==> config.mk <==
export PLATFORM = sky130hd
export DESIGN_NAME = ecc_symbol_packer
export DESIGN_NICKNAME = d
export VERILOG_FILES = /design/src/rtl/ecc_pk_pkg.sv /design/src/rtl/ecc_buf_insert.sv /design/src/rtl/ecc_item_select.sv /design/src/rtl/ecc_erase_detect.sv /design/src/rtl/ecc_symbol_packer.sv
export SDC_FILE = /design/constraint.sdc
export NUM_CORES = 1
export LEC_CHECK = 0
export ABC_AREA = 0
export BUFFER_PORTS_ARGS = -buffer_cell sky130_fd_sc_hd__buf_2
export CAP_MARGIN = 0
export CORE_MARGIN = 2
export CORE_UTILIZATION = 67
export CTS_CLUSTER_DIAMETER = 100
export CTS_CLUSTER_SIZE = 8
export DETAILED_ROUTE_END_ITERATION = 7
export GPL_ROUTABILITY_DRIVEN = 1
export PLACE_DENSITY_LB_ADDON = 0.08
export SYNTH_ARGS = -nofsm -noshare
export SYNTH_HDL_FRONTEND = slang
export SYNTH_HIERARCHICAL = 1
export SYNTH_SLANG_ARGS = --single-unit
==> constraint.sdc <==
create_clock -name clk -period 8.1 [get_ports clk]
set_clock_uncertainty 0.2 [all_clocks]
set_input_delay 0.405 -clock clk [delete_from_list [all_inputs] [get_ports clk]]
set_output_delay 0.405 -clock clk [all_outputs]
set_load 0.005 [all_outputs]
==> src/rtl/ecc_pk_pkg.sv <==
package ecc_pk_pkg;
    parameter int SYM_W   = 10;
    parameter int N_SYM   = 8;
    parameter int BYTE_W  = 8;
    parameter int WORD_W  = 32;
    parameter int HI_LSB  = 16;

    localparam int BUF_W  = SYM_W * N_SYM;
    localparam int N_BYTE = BUF_W / BYTE_W;
    localparam int N_WORD = N_SYM / 2;
    localparam int CNT_W  = $clog2(N_BYTE + 1);

    typedef enum logic {
        ST_FILL = 1'b0,
        ST_EMIT = 1'b1
    } state_e;

    typedef struct packed {
        state_e             state;
        logic [CNT_W-1:0]   in_cnt;
        logic [CNT_W-1:0]   out_cnt;
        logic               unpack;
        logic               busy;
        logic               erased;
        logic [BUF_W-1:0]   bits;
    } ctl_s;
endpackage

==> src/rtl/ecc_buf_insert.sv <==
module ecc_buf_insert
    import ecc_pk_pkg::*;
(
    input  logic [BUF_W-1:0]  buf_i,
    input  logic [CNT_W-1:0]  idx,
    input  logic [WORD_W-1:0] data,
    input  logic              unpack,
    output logic [BUF_W-1:0]  buf_o
);
    always_comb begin
        buf_o = buf_i;
        if (unpack) begin
            for (int b = 0; b < N_BYTE; b++) begin
                if (idx == CNT_W'(b)) begin
                    buf_o[b*BYTE_W +: BYTE_W] = data[BYTE_W-1:0];
                end
            end
        end else begin
            for (int w = 0; w < N_WORD; w++) begin
                if (idx == CNT_W'(w)) begin
                    buf_o[(2*w)*SYM_W +: SYM_W]   = data[SYM_W-1:0];
                    buf_o[(2*w+1)*SYM_W +: SYM_W] = data[HI_LSB +: SYM_W];
                end
            end
        end
    end
endmodule

==> src/rtl/ecc_item_select.sv <==
module ecc_item_select
    import ecc_pk_pkg::*;
(
    input  logic [BUF_W-1:0] buf_i,
    input  logic [CNT_W-1:0] idx,
    input  logic             unpack,
    output logic [SYM_W-1:0] item
);
    logic [SYM_W-1:0]  sym_a  [N_SYM];
    logic [BYTE_W-1:0] byte_a [N_BYTE];

    for (genvar k = 0; k < N_SYM; k++) begin : g_sym
        assign sym_a[k] = buf_i[k*SYM_W +: SYM_W];
    end
    for (genvar b = 0; b < N_BYTE; b++) begin : g_byte
        assign byte_a[b] = buf_i[b*BYTE_W +: BYTE_W];
    end

    always_comb begin
        item = '0;
        if (unpack) begin
            for (int k = 0; k < N_SYM; k++) begin
                if (idx == CNT_W'(N_SYM - 1 - k)) item = sym_a[k];
            end
        end else begin
            for (int b = 0; b < N_BYTE; b++) begin
                if (idx == CNT_W'(b)) item = SYM_W'(byte_a[b]);
            end
        end
    end
endmodule

==> src/rtl/ecc_erase_detect.sv <==
module ecc_erase_detect
    import ecc_pk_pkg::*;
(
    input  logic [BUF_W-1:0] buf_i,
    output logic             all_ones
);
    logic [N_BYTE-1:0] byte_ff;
    for (genvar b = 0; b < N_BYTE; b++) begin : g_ff
        assign byte_ff[b] = &buf_i[b*BYTE_W +: BYTE_W];
    end
    assign all_ones = &byte_ff;
endmodule

==> src/rtl/ecc_symbol_packer.sv <==
module ecc_symbol_packer
    import ecc_pk_pkg::*;
(
    input  logic              clk,
    input  logic              rst_n,
    input  logic              mode_unpack,
    input  logic              in_valid,
    output logic              in_ready,
    input  logic [WORD_W-1:0] in_data,
    output logic              out_valid,
    input  logic              out_ready,
    output logic [SYM_W-1:0]  out_data,
    output logic              busy,
    output logic              erased
);
    ctl_s q, d;

    logic             unpack_now;
    logic             acc_in;
    logic             last_in;
    logic             last_out;
    logic [BUF_W-1:0] ins_buf;
    logic             ins_ones;

    assign in_ready   = (q.state == ST_FILL);
    assign out_valid  = (q.state == ST_EMIT);
    assign busy       = q.busy;
    assign erased     = q.erased;
    assign acc_in     = in_valid && in_ready;
    assign unpack_now = q.busy ? q.unpack : mode_unpack;
    assign last_in    = q.in_cnt == (unpack_now ? CNT_W'(N_BYTE - 1) : CNT_W'(N_WORD - 1));
    assign last_out   = q.out_cnt == (q.unpack ? CNT_W'(N_SYM - 1) : CNT_W'(N_BYTE - 1));

    ecc_buf_insert u_insert (
        .buf_i  (q.bits),
        .idx    (q.in_cnt),
        .data   (in_data),
        .unpack (unpack_now),
        .buf_o  (ins_buf)
    );

    ecc_erase_detect u_erase (
        .buf_i    (ins_buf),
        .all_ones (ins_ones)
    );

    ecc_item_select u_select (
        .buf_i  (q.bits),
        .idx    (q.out_cnt),
        .unpack (q.unpack),
        .item   (out_data)
    );

    always_comb begin
        d = q;
        if (q.state == ST_FILL) begin
            if (acc_in) begin
                d.bits   = ins_buf;
                d.in_cnt = q.in_cnt + 1'b1;
                if (!q.busy) begin
                    d.busy   = 1'b1;
                    d.unpack = mode_unpack;
                    d.erased = 1'b0;
                end
                if (last_in) begin
                    d.in_cnt = '0;
                    if (unpack_now && ins_ones) begin
                        d.erased = 1'b1;
                        d.busy   = 1'b0;
                    end else begin
                        d.state   = ST_EMIT;
                        d.out_cnt = '0;
                    end
                end
            end
        end else begin
            if (out_ready) begin
                d.out_cnt = q.out_cnt + 1'b1;
                if (last_out) begin
                    d.out_cnt = '0;
                    d.state   = ST_FILL;
                    d.busy    = 1'b0;
                end
            end
        end
    end

    always_ff @(posedge clk) begin
        if (!rst_n) begin
            q.state   <= ST_FILL;
            q.in_cnt  <= '0;
            q.out_cnt <= '0;
            q.unpack  <= 1'b0;
            q.busy    <= 1'b0;
            q.erased  <= 1'b0;
            q.bits    <= '0;
        end else begin
            q <= d;
        end
    end

    p_hold_stable_r8: assert property (@(posedge clk) disable iff (!rst_n)
        out_valid && !out_ready |=> out_valid && $stable(out_data));

    p_no_input_in_emit_r7: assert property (@(posedge clk) disable iff (!rst_n)
        out_valid |-> !in_ready && busy);

    p_pack_upper_zero_r10: assert property (@(posedge clk) disable iff (!rst_n)
        out_valid && !q.unpack |-> out_data[SYM_W-1:BYTE_W] == '0);

    p_erased_quiet_r4: assert property (@(posedge clk) disable iff (!rst_n)
        erased |-> !out_valid);

    p_mode_hold_r6: assert property (@(posedge clk) disable iff (!rst_n)
        busy && $past(busy) |-> $stable(q.unpack));

    p_busy_drop_r7: assert property (@(posedge clk) disable iff (!rst_n)
        $fell(busy) |-> in_ready);
endmodule

## Word-level counts from Yosys, hierarchy flattened

Index checks and enable logic that the tools add are counted.

| word-level totals | value |
|---|---|
| bits in registers | 92 |
| output and inout bits | 14 |

| operators by class | value |
|---|---|
| add/sub/neg operators | 2 |
| equal/unequal tests | 23 |
| mux-type cells | 53 |
| bitwise gates (word level) | 2 |
| reduce and logical (&&, ||, !) cells | 11 |

Operator list:

| cell | number |
|---|---|
| two-way mux 8 bit | 20 |
| two-way mux 92 bit | 1 |
| two-way mux 10 bit | 9 |
| two-way mux 20 bit | 4 |
| two-way mux 80 bit | 1 |
| AND reduction 80 bit | 1 |
| equality test 4 x 3 -> 1 bit (second input constant) | 8 |
| two-way mux 4 bit | 6 |
| equality test 4 x 2 -> 1 bit (second input constant) | 4 |
| equality test 4 bit (second input constant) | 4 |
| two-way mux 9 bit | 1 |
| adder 4 x 1 -> 4 bit (second input constant) | 2 |
| equality test 4 x 1 -> 1 bit (second input constant) | 2 |
| equality test 4 bit | 2 |
| logical NOT 4 bit | 2 |
| two-way mux 1 bit | 8 |
| AND reduction 3 bit | 2 |
| two-way mux 2 bit | 2 |
| != test 2 bit (second input constant) | 2 |
| AND reduction 4 bit | 1 |
| nonzero test 2 bit | 2 |
| two-way mux 3 bit | 1 |
| logical AND 1 bit | 2 |
| != test 2 x 1 -> 1 bit (second input constant) | 1 |
| other kinds (2) | 3 |

## Depth between registers and ports, before layout

Gate-level depths: netlist (run 1).

| logic depth | value |
|---|---|
| word-level depth | 12 |
| depth in mapped cells | 14 |
| depth with buffers taken out | 12 |

## By module

Netlist (run 1), hierarchy kept.

By module, submodules not included:

| module | times used | cells each | area each (um2) | sequential area each (um2) |
|---|---|---|---|---|
| ecc_symbol_packer | 1 | 423 | 3,413.3 | 1,841.8 |
| ecc_buf_insert | 1 | 254 | 2,386.0 | 0.0 |
| ecc_item_select | 1 | 265 | 1,770.4 | 0.0 |
| ecc_erase_detect | 1 | 27 | 167.7 | 0.0 |

## Worst setup path after synthesis (run 1)

OpenSTA, ideal clock, no wires.

| path | value |
|---|---|
| kind | register to register |
| start | register, netlist name busy |
| end | register q (netlist bit out_valid) |
| arrival time | 2.947 ns |
| data required time | 7.785 ns |
| setup slack | 4.838 ns |
| stages on the path, launching flop included | 12 |
| period minus slack after synthesis | 3.262 ns |
| cells stage by stage | dfxtp_1 > mux2_4 > or4b_4 > a21oi_4 > mux2_2 > nand4_1 > or4_1 > nor2_1 > nor3b_1 > mux2i_2 > nor2_1 > o21a_1 |

| between the ends | value |
|---|---|
| word-level cells in the longest chain between the ends | 8 |
| elaborated cells between the ends (all ways) | 10 |
| those cells by class | eq/ne: 1; mux: 7; reduce/logical: 2 |

RTL lines:

| element | line | text |
|---|---|---|
| two-way mux 1 bit | ecc_symbol_packer.sv:30 | `assign unpack_now = q.busy ? q.unpack : mode_unpack;` |
| named net unpack_now | ecc_symbol_packer.sv:18 | `logic unpack_now;` |
| two-way mux 80 bit | ecc_buf_insert.sv:12 | `if (unpack) begin` |
| named net ins_buf[42] | ecc_symbol_packer.sv:22 | `logic [BUF_W-1:0] ins_buf;` |
| AND reduction 80 bit | ecc_erase_detect.sv:11 | `assign all_ones = &byte_ff;` |
| named net ins_ones | ecc_symbol_packer.sv:23 | `logic ins_ones;` |
| logical AND 1 bit | ecc_symbol_packer.sv:67 | `if (unpack_now && ins_ones) begin` |
| two-way mux 1 bit | ecc_symbol_packer.sv:67 |  |
| two-way mux 9 bit | ecc_symbol_packer.sv:65 | `if (last_in) begin` |
| two-way mux 92 bit | ecc_symbol_packer.sv:57 | `if (acc_in) begin` |
| two-way mux 1 bit | ecc_symbol_packer.sv:56 | `if (q.state == ST_FILL) begin` |
| end, declared | ecc_symbol_packer.sv:16 | `ctl_s q, d;` |

The timed path passes the listed nets, and every way through them passes these cells. The select of a mux whose other input is x is not followed.
A chain may end at the register's enable or synchronous reset.

## Worst setup path in the final report (run 1)

| path | value |
|---|---|
| start | register q[84] (netlist name) |
| end | output port out_data[6] |

| between the ends | value |
|---|---|
| word-level cells in the longest chain between the ends | 12 |
| elaborated cells between the ends (all ways) | 29 |
| those cells by class | eq/ne: 9; mux: 19; reduce/logical: 1 |

RTL lines:

| element | line | text |
|---|---|---|
| logical NOT 4 bit | ecc_item_select.sv:23, ecc_item_select.sv:27 |  |
| two-way mux 8 bit (10 in series) | ecc_item_select.sv:27 | `if (idx == CNT_W'(b)) item = SYM_W'(byte_a[b]);` |
| two-way mux 10 bit * | ecc_item_select.sv:21 | `if (unpack) begin` |
| end, declared | ecc_symbol_packer.sv:12 | `output logic [SYM_W-1:0] out_data,` |

Mark *: on every way between the ends. The rest lies on a longest branch, timed or not.

==> run_results.csv, run 1 <==
group,metric,value,unit
setup_path,crit_fanout,59,
drt,dr.pass1.iters,7,
clock_tree,cts-hold-fix-buffers,0,
finish,fin_area,8080,µm²
finish,fillers,832,
placement,dp_hpwl,19400,µm
drt,drc,0,
finish,fin_nets,983,
yosys,synth_top_area_share,0.281,
drt,avgRoutedWirePerCell,26.5,µm
drt,antenna_left,0,
timing,max_slew_margin,0.0485,
floorplan,die_x,111,µm
global_routing,grt_pass1_wl,44000,µm
finish,num_antenna_cells,0,
yosys,synthTopCellsByArea,"mux2i_1, dfxtp_1, nand2_1",
setup_path,crit_required,7500,ps
clock_tree,max-clock-path-buffers,2,
yosys,yosysUniqueCellTypes,66,
yosys,synth_edf_count,0,
yosys,synth-seq-area-share,0.238,
timing,slew_viol_final,0,
yosys,async_flop_share,0,
yosys,synthFlopType,"dfxtp_1",
floorplan,pin_count,51,
timing,rsz0062_at_grt,"no",
clock_tree,h-tree-depth,3,
floorplan,core_area,11300,µm²
setup_path,ff2ff_path_depth,12,
setup_path,reg2reg_slack,3690,ps
clock_tree,clk_latency,350,ps
floorplan,row_count,39,
run_status,status,"finished, final reports clean",
hold_path,worstHoldPathCells,3,
drt,vias,8226,
placement,gp_congestion,1.06,
timing,timing_worst_slew_pin_value,1390,ps
floorplan,die_h,111,µm
setup_path,cp-start-kind,"register",
floorplan,start_util,0.683,
hold_path,min_path_type,"primary input to register",
clock_tree,clk_pin_slew,80,ps
timing,fmax,0.222,GHz
finish,drive_gt1_frac,0.131,
clock_tree,tritoncts,"yes",
hold_path,holdCritStartpoint,"mode_unpack",
drt,drt_iter0_markers,1348,
clock_tree,numCtsBuffers,9,
setup_path,crit_type,"register to primary output",
power,power.total,1190,µW
timing,fin_tns_setup,0,ps
clock_tree,clock_sinks,92,
drt,routed_wirelength,29000,µm
yosys,syn_nets,1008,
yosys,ys_warn_count,6,
timing,fin_crit,4500,ps
finish,seq_area,1850,µm²
setup_path,worstSetupEndpointType,"primary output",
drt,via_per_inst,7.53,
global_routing,first_global_vias,7762,
placement,placed_area,7780,µm²
yosys,synth_cells,969,
power,ir_drop,0.170,mV
floorplan,dieArea,12400,µm²
yosys,ys_seq_elements,92,
clock_tree,post_cts.repair.setup_buffers,0,
global_routing,grt.overflow.total,0,
finish,final_util,0.714,
run,drv_cap,0,
global_routing,grt.total_usage,0.453,
power,leakagePower,0.00290,µW
yosys,netlist_area,7740,µm²
setup_path,reg2reg_to,"q[85]$_SDFFE_PN0P_",
clock_tree,cts_resized,0,
setup_path,cp.arrival,3890,ps
placement,numPortBuffers,38,
timing,finalCritPeriodShare,0.555,
setup_path,r2r-start,"busy$_SDFFE_PN0P_",
power,power_density,148,nW/µm²
hold_path,worstHoldEndpoint,"q[82]$_SDFFE_PN0P_",
global_routing,grt_max_degree,86,
clock_tree,clock-root-buffer,"clkbuf_16",
timing,whs,101,ps
timing,hold_violations,0,
yosys,synth_largest_area_cell,"mux2i_1",
yosys,syn_avg_cell_area,7.98,µm²
finish,synthToLayoutAreaGrowth,4.46,%
timing,finalSetupViolCount,0,
global_routing,antenna_found_initial,2,
finish,multi_input_area,5390,µm²
[worst max-delay path, stage by stage (launching register included)]
cell	delay, ps
dfxtp_2	740
buf_4	680
and2_1	290
a211oi_1	70
a2111oi_0	1200
a211oi_1	90
o31ai_1	250
buf_2	160
[kinds of logic (layout without fill, tap and decap cells)]
| group | Yosys count | in the layout | synth area share |
|---|---|---|---|
| buf+inv | 101 | 81 | 0.0726 |
| flops | 92 | 92 | 0.238 |
| simple gates | 323 | 323 | 0.194 |
| xor+xnor | 3 | 3 | 0.00340 |
| mux | 247 | 247 | 0.331 |
| compound gates | 201 | 201 | 0.158 |
| fa+ha+maj | 2 | 2 | 0.00323 |
[area by class of cell]
cell class	instances	share of cell area
clock buffer	9	0.0279
tap	143	0.0221
timing repair buffer	56	0.0402
inverter	9	0.00418
clock inverter	7	0.0101
sequential	92	0.228
multi-input combinational	776	0.667
[stage by stage]
| stage | setup WS, ps | cells |
|---|---|---|
| floorplan | 4840 | 969 |
| finish | 3600 | 1092 |
| global placement | 4010 | 1076 |
| detailed placement | 3960 | 1076 |
| global route | 3550 | 1092 |
| CTS | 3900 | 1092 |
[cell usage after synthesis, types with 2 or more instances]
cell	count
o21ai_0	25
mux2_2	24
nand4b_1	2
o21bai_1	2
o21a_1	6
a211oi_1	10
o22ai_1	13
nand3_1	14
nand2b_1	8
ha_1	2
o211ai_1	2
o2bb2ai_1	2
buf_2	37
nor4_1	8
a2111oi_0	7
a31oi_1	5
buf_4	11
nor2b_1	11
o221ai_1	2
nor2_1	28
o21ai_1	2
nor4bb_1	2
xor2_1	2
nor4b_1	6
a21oi_1	100
o31ai_1	4
inv_1	9
clkbuf_1	21
nor3_1	12
nand4_1	22
buf_1	10
nand2_1	194
a32oi_1	2
and2_1	3
buf_6	11
dfxtp_1	92
a311oi_1	3
o21ai_2	2
mux4_2	4
mux2i_1	217
o32ai_1	7
[how the worst max path moves through the flow]
stage          slack (ps)                from  depth (start not counted)              endpoint
6_report             3600  q[84]$_SDFFE_PN0P_                          7           out_data[6]
5_1_grt              3550  q[84]$_SDFFE_PN0P_                          7           out_data[6]
4_1_cts              3900  q[84]$_SDFFE_PN0P_                          7           out_data[6]
3_5_place_dp         3960         mode_unpack                         13    q[85]$_SDFFE_PN0P_
3_3_place_gp         4010         mode_unpack                         13    q[85]$_SDFFE_PN0P_
2_1_floorplan        4840   busy$_SDFFE_PN0P_                         11  out_valid$_SDFF_PN0_
[power breakdown]
| group | internal [µW] | leakage (µW) | switching, µW |
|---|---|---|---|
| registers | 469 | 0.000747 | 31.2 |
| clock network | 244 | 0.000147 | 203 |
| logic | 94.0 | 0.00200 | 153 |
[placed cells by master (no fill, tap or decap), types with 3 or more instances in the layout]
cell         n
a2111oi_0    7
a211oi_1    10
a21oi_1    100
a311oi_1     3
a31oi_1      5
and2_1       3
buf_2       38
buf_4       18
clkbuf_16    9
dfxtp_1     89
dfxtp_2      3
inv_1        8
inv_6        3
mux2_2      24
mux2i_1    217
mux4_2       4
nand2_1    194
nand2b_1     7
nand3_1     14
nand4_1     22
nor2_1      28
nor2b_1     10
nor3_1      12
nor4_1       7
nor4b_2      4
o21a_1       6
o21ai_0     25
o22ai_1     13
o31ai_1      4
o32ai_1      7
[sequential cells by signal, summed over array words and instances, names as in the netlist]
signal     cells
erased         1
q             89
out_valid      1
busy           1
[routing by layer]
| metal | vias to the layer above | routed length [µm] | part of all wire | track usage |
|---|---|---|---|---|
| li1 | 3463 | - | - | - |
| met1 | 3801 | 10100 | 0.35 | 0.580 |
| met2 | 758 | 12100 | 0.42 | 0.673 |
| met3 | 202 | 4380 | 0.15 | 0.127 |
| met4 | 2 | 2280 | 0.079 | 0.287 |
| met5 | - | 11 | 0.00038 | 0 |
No activity file was read; power rests on OpenSTA's default activity.
==> inputs of run 2 (changes only) <==
- CORE_UTILIZATION: 67 -> 56
- clock period: 8.1 -> 3.8 ns (I/O delays scaled with it)
==> run_results.csv, run 2 (synthesized netlist as in run 1, its figures left out) <==
group,metric,value,unit
run_status,status,"finished, final reports clean",
finish,final_util,0.633,
global_routing,first_global_vias,7321,
setup_path,cp-start-kind,"register",
placement,placed_area,8150,µm²
setup_path,cp_cell_sequence,"buf_4 > nor4bb_2 > buf_4 > buf_12 > mux2i_1 > mux2i_1 > nand4_1 > nor4_1 > buf_4 > nand4_1 > nor2_1 > nor3b_1 > mux2i_2 > o21ai_2 > a211oi_2",
floorplan,core_area,13300,µm²
clock_tree,tritoncts,"yes",
global_routing,top_usage_layer,"met2",
timing,rsz0062_at_grt,"no",
drt,dr.pass1.iters,5,
drt,antenna_left,0,
timing,timing_worst_slew_pin_value,1010,ps
power,power_density,293,nW/µm²
drt,routed_wirelength,28700,µm
floorplan,pin_count,51,
finish,most-common-layout-cells,"mux2i_1, nand2_1, a21oi_1",
hold_path,min_path_type,"primary input to register",
finish,num_antenna_cells,0,
timing,max_slew_margin,0.329,
floorplan,die_h,122,µm
timing,fin_crit,3670,ps
run,drv_cap,0,
clock_tree,clk_latency,360,ps
setup_path,cp.arrival,3740,ps
timing,final.setup.worst_slack,127,ps
clock_tree,clock_sinks,92,
timing,finalCritPeriodShare,0.966,
floorplan,start_util,0.580,
finish,final_common_cell,"mux2i_1",
timing,slew_viol_final,0,
global_routing,grt_pass1_wl,43300,µm
setup_path,crit_type,"register to register",
setup_path,worstSetupEndpointType,"register",
setup_path,cp_num_buf_inv,4,
setup_path,critical_path.max_stage_delay,450,ps
placement,dp_hpwl,20600,µm
setup_path,crit_fanout,10,
placement,dp_slack,246,ps
global_routing,grt.overflow.total,0,
drt,avgRoutedWirePerCell,24.8,µm
drt,drc,0,
setup_path,crit_required,3860,ps
drt,vias,7826,
global_routing,use_met1,0.526,
global_routing,antenna_found_initial,0,
finish,fin_area,8440,µm²
drt,drt_iter0_markers,1039,
timing,fin_tns_setup,0,ps
finish,fin_nets,1016,
power,ir_drop,0.269,mV
clock_tree,h-tree-depth,3,
global_routing,grt.total_usage,0.392,
global_routing,grt_max_degree,69,
floorplan,die_x,122,µm
clock_tree,numCtsBuffers,9,
setup_path,cp_slowest_cell,"nor4_1",
floorplan,dieArea,14800,µm²
timing,finalSetupViolCount,0,
hold_path,holdCritStartpoint,"in_valid",
finish,synthToLayoutAreaGrowth,9.12,%
setup_path,critPathTopFamily,"simple AND/OR/NAND/NOR gates",
placement,gp_congestion,1.03,
finish,drive_gt1_frac,0.157,
global_routing,use_met2,0.573,
timing,fmax,0.272,GHz
drt,via_per_inst,6.76,
power,leakagePower,0.00309,µW
setup_path,r2r-start,"q[89]$_SDFFE_PN0P_",
finish,largest_register_ffs,89,
clock_tree,clock-root-buffer,"clkbuf_16",
clock_tree,max-clock-path-buffers,2,
clock_tree,clk_pin_slew,70,ps
floorplan,row_count,42,
clock_tree,cts_resized,0,
finish,regMostFlops,"q",
placement,numPortBuffers,38,
timing,hold_violations,0,
global_routing,use_met3,0.0964,
setup_path,cp_common_cell,"buf_4",
setup_path,critPathLaunch,"q[89]$_SDFFE_PN0P_",
finish,fillers,1192,
==> run 2: changes by cell type in the layout (fill, tap and decap cells not counted), sizes merged <==
| cell | previous run | this run |
|---|---|---|
| buf | 56 | 86 |
| bufinv | 1 | 0 |
| clkinv | 2 | 6 |
| clkinvlp | 1 | 0 |
| dlygate4sd3 | 0 | 3 |
| inv | 12 | 10 |
==> run 2: layout make-up <==
class / instances / area (µm²) / share of cell area
clock buffers: 9 / 225 / 0.0267
inverters: 9 / 33.8 / 0.00400
clock inverters: 7 / 42.5 / 0.00504
repair buffers: 89 / 681 / 0.0806
flip-flops and latches: 92 / 1850 / 0.219
multi-input cells: 776 / 5390 / 0.639
well taps: 176 / 220 / 0.0261
==> run 2: path summary, 6_finish.rpt <==
check                  endpoint  slack [ps]  depth (start not counted)
min           q[6]$_SDFFE_PN0P_         170                          4
min reg2reg   q[0]$_SDFFE_PN0P_         310                          2
max          q[85]$_SDFFE_PN0P_         130                         15
max reg2reg  q[85]$_SDFFE_PN0P_         130                         15
==> run 2: metal layers <==
layer,vias to the layer above,part of all wire
li1,3531,-
met1,3733,0.42
met2,464,0.42
met3,98,0.11
met4,0,0.060
met5,-,0
==> run 2: where the power goes <==
group          internal (µW)  total (µW)  switching [µW]
registers                998        1060            62.9
logic                    228         556             328
clock network            441         855             413
==> run 2: worst register-to-register path, delay by kind of cell, from the launching register on <==
kind | cells | cell delay (ps)
buffers and inverters | 4 | 760
AO/OA/AOI/OAI | 2 | 310
flip-flops | 1 | 430
multiplexers | 3 | 510
AND/OR/NAND/NOR | 6 | 1380
==> run 2: through the flow <==
stage	total power [µW]	hold slack, ps	cells
after floorplan	1440	126	969
after global placement	1600	249	1139
after detailed placement	1620	261	1139
after CTS	2450	164	1158
after global routing	2550	195	1158
final	2470	169	1158
==> run 2: timing repair <==
item	in CTS	in global routing
hold buffers	3	0
endpoints found under the hold margin	6	0
setup buffers	0	0
setup endpoints to repair	0	0
==> inputs of run 3 (changes only) <==
- CORE_ASPECT_RATIO: not set -> 1.2
==> run_results.csv, run 3 (synthesized netlist as in run 1, its figures left out) <==
group,metric,value,unit
power,power_density,301,nW/µm²
clock_tree,numCtsBuffers,9,
timing,fmax,0.272,GHz
drt,antenna_left,0,
drt,via_per_inst,6.74,
finish,final_cells,1143,
setup_path,worstSetupEndpointType,"register",
clock_tree,max-clock-path-buffers,2,
drt,dr.pass1.iters,5,
timing,max_slew_margin,0.326,
clock_tree,h-tree-depth,3,
placement,placed_area,8020,µm²
timing,whs,160,ps
timing,finalCritPeriodShare,0.967,
hold_path,worstHoldPathCells,5,
clock_tree,post_cts.repair.setup_buffers,0,
power,leakagePower,0.00302,µW
global_routing,grt.overflow.total,0,
timing,rsz0062_at_grt,"no",
finish,regMostFlops,"q",
placement,dp_hpwl,20200,µm
global_routing,grt.total_usage,0.379,
drt,routed_wirelength,28500,µm
clock_tree,clock-root-buffer,"clkbuf_16",
drt,drc,0,
global_routing,first_global_vias,7239,
floorplan,die_x,111,µm
global_routing,grt_max_degree,86,
floorplan,start_util,0.567,
setup_path,crit_type,"register to register",
drt,vias,7699,
placement,gp_congestion,0.980,
finish,largest_register_ffs,89,
floorplan,die_h,133,µm
finish,seq_area,1850,µm²
setup_path,crit_required,3880,ps
timing,slew_viol_final,0,
finish,fin_nets,1007,
floorplan,dieArea,14800,µm²
hold_path,min_path_type,"primary input to register",
setup_path,cp.arrival,3750,ps
finish,final_common_cell,"mux2i_1",
global_routing,antenna_found_initial,0,
finish,synthToLayoutAreaGrowth,7.86,%
floorplan,core_area,13600,µm²
run,drv_cap,0,
setup_path,cp-start-kind,"register",
finish,multi_input_area,5400,µm²
finish,most-common-layout-cells,"mux2i_1, nand2_1, a21oi_1",
timing,fin_tns_setup,0,ps
timing,fin_crit,3670,ps
run_status,status,"finished, final reports clean",
finish,fillers,1273,
finish,drive_gt1_frac,0.147,
clock_tree,clk_pin_slew,70,ps
drt,drt_iter0_markers,939,
setup_path,crit_fanout,9,
placement,dp.cells,1125,
floorplan,row_count,47,
drt,avgRoutedWirePerCell,24.9,µm
clock_tree,clk_latency,360,ps
timing,timing_worst_slew_pin_value,1010,ps
clock_tree,clock_sinks,92,
power,ir_drop,0.261,mV
finish,fin_area,8350,µm²
setup_path,ff2ff_path_depth,14,
placement,numPortBuffers,38,
clock_tree,tritoncts,"yes",
timing,finalSetupViolCount,0,
global_routing,grt_pass1_wl,43000,µm
floorplan,pin_count,51,
timing,hold_violations,0,
[run 3: cell types whose count changed in the layout (fill, tap and decap cells not counted), sizes merged]
cell / delta
buf: -9
clkinv: -6
clkbuf: +3
bufinv: +1
clkinvlp: +1
diode: +1
inv: -1
[run 3: worst paths after layout]
kind / to / startpoint / slack [ps]
min reg2reg: q[3]$_SDFFE_PN0P_ / q[3]$_SDFFE_PN0P_ / 300
min: q[75]$_SDFFE_PN0P_ / in_data[21] / 160
max reg2reg: q[85]$_SDFFE_PN0P_ / q[88]$_SDFFE_PN0P_ / 130
max: q[85]$_SDFFE_PN0P_ / q[88]$_SDFFE_PN0P_ / 130
[run 3: area by class of cell]
class | count | share of cell area
timing repair buffer | 80 | 0.0675
clock inverter | 2 | 0.00450
antenna | 1 | 0.000300
clock buffer | 12 | 0.0295
sequential | 92 | 0.222
tap | 171 | 0.0256
inverter | 9 | 0.00405
multi-input combinational | 776 | 0.647
[run 3: routing by layer]
layer,up-vias,track usage,part of all wire
met1,3678,0.495,0.41
met4,0,0.202,0.050
li1,3514,-,-
met2,431,0.596,0.46
met3,76,0.0687,0.087
met5,-,0,0
[run 3: metrics by stage]
step                total power, µW   util  setup slack (ps)
CTS                            2500  0.611              23.6
global route                   2580  0.612              1.29
floorplan                      1440      -               538
global placement               1590  0.588               102
detailed placement             1600  0.588              65.5
finish                         2510  0.612               126
[run 3: timing repair]
action	4_1_cts	5_1_grt
hold buffers	3	0
gates resized for setup	0	2
hold endpoints to repair	5	0
setup endpoints to repair	0	7
[run 3: worst max-delay path, stage by stage, from the launching register on]
cell	delay [ps]
dfxtp_1	410
buf_4	220
nor4b_2	310
buf_4	290
mux2i_1	110
mux2i_1	260
nand4_1	170
nor4_2	480
buf_4	210
nand4_1	130
nor2_1	220
nor3b_1	90
mux2i_2	200
o21ai_2	120
a211oi_2	170
[run 3: report_power, final]
group          leakage, µW  internal (µW)  switching, µW
clock             0.000135            522            386
combinational      0.00214            220            321
sequential        0.000748            999           62.8
total              0.00302           1740            770
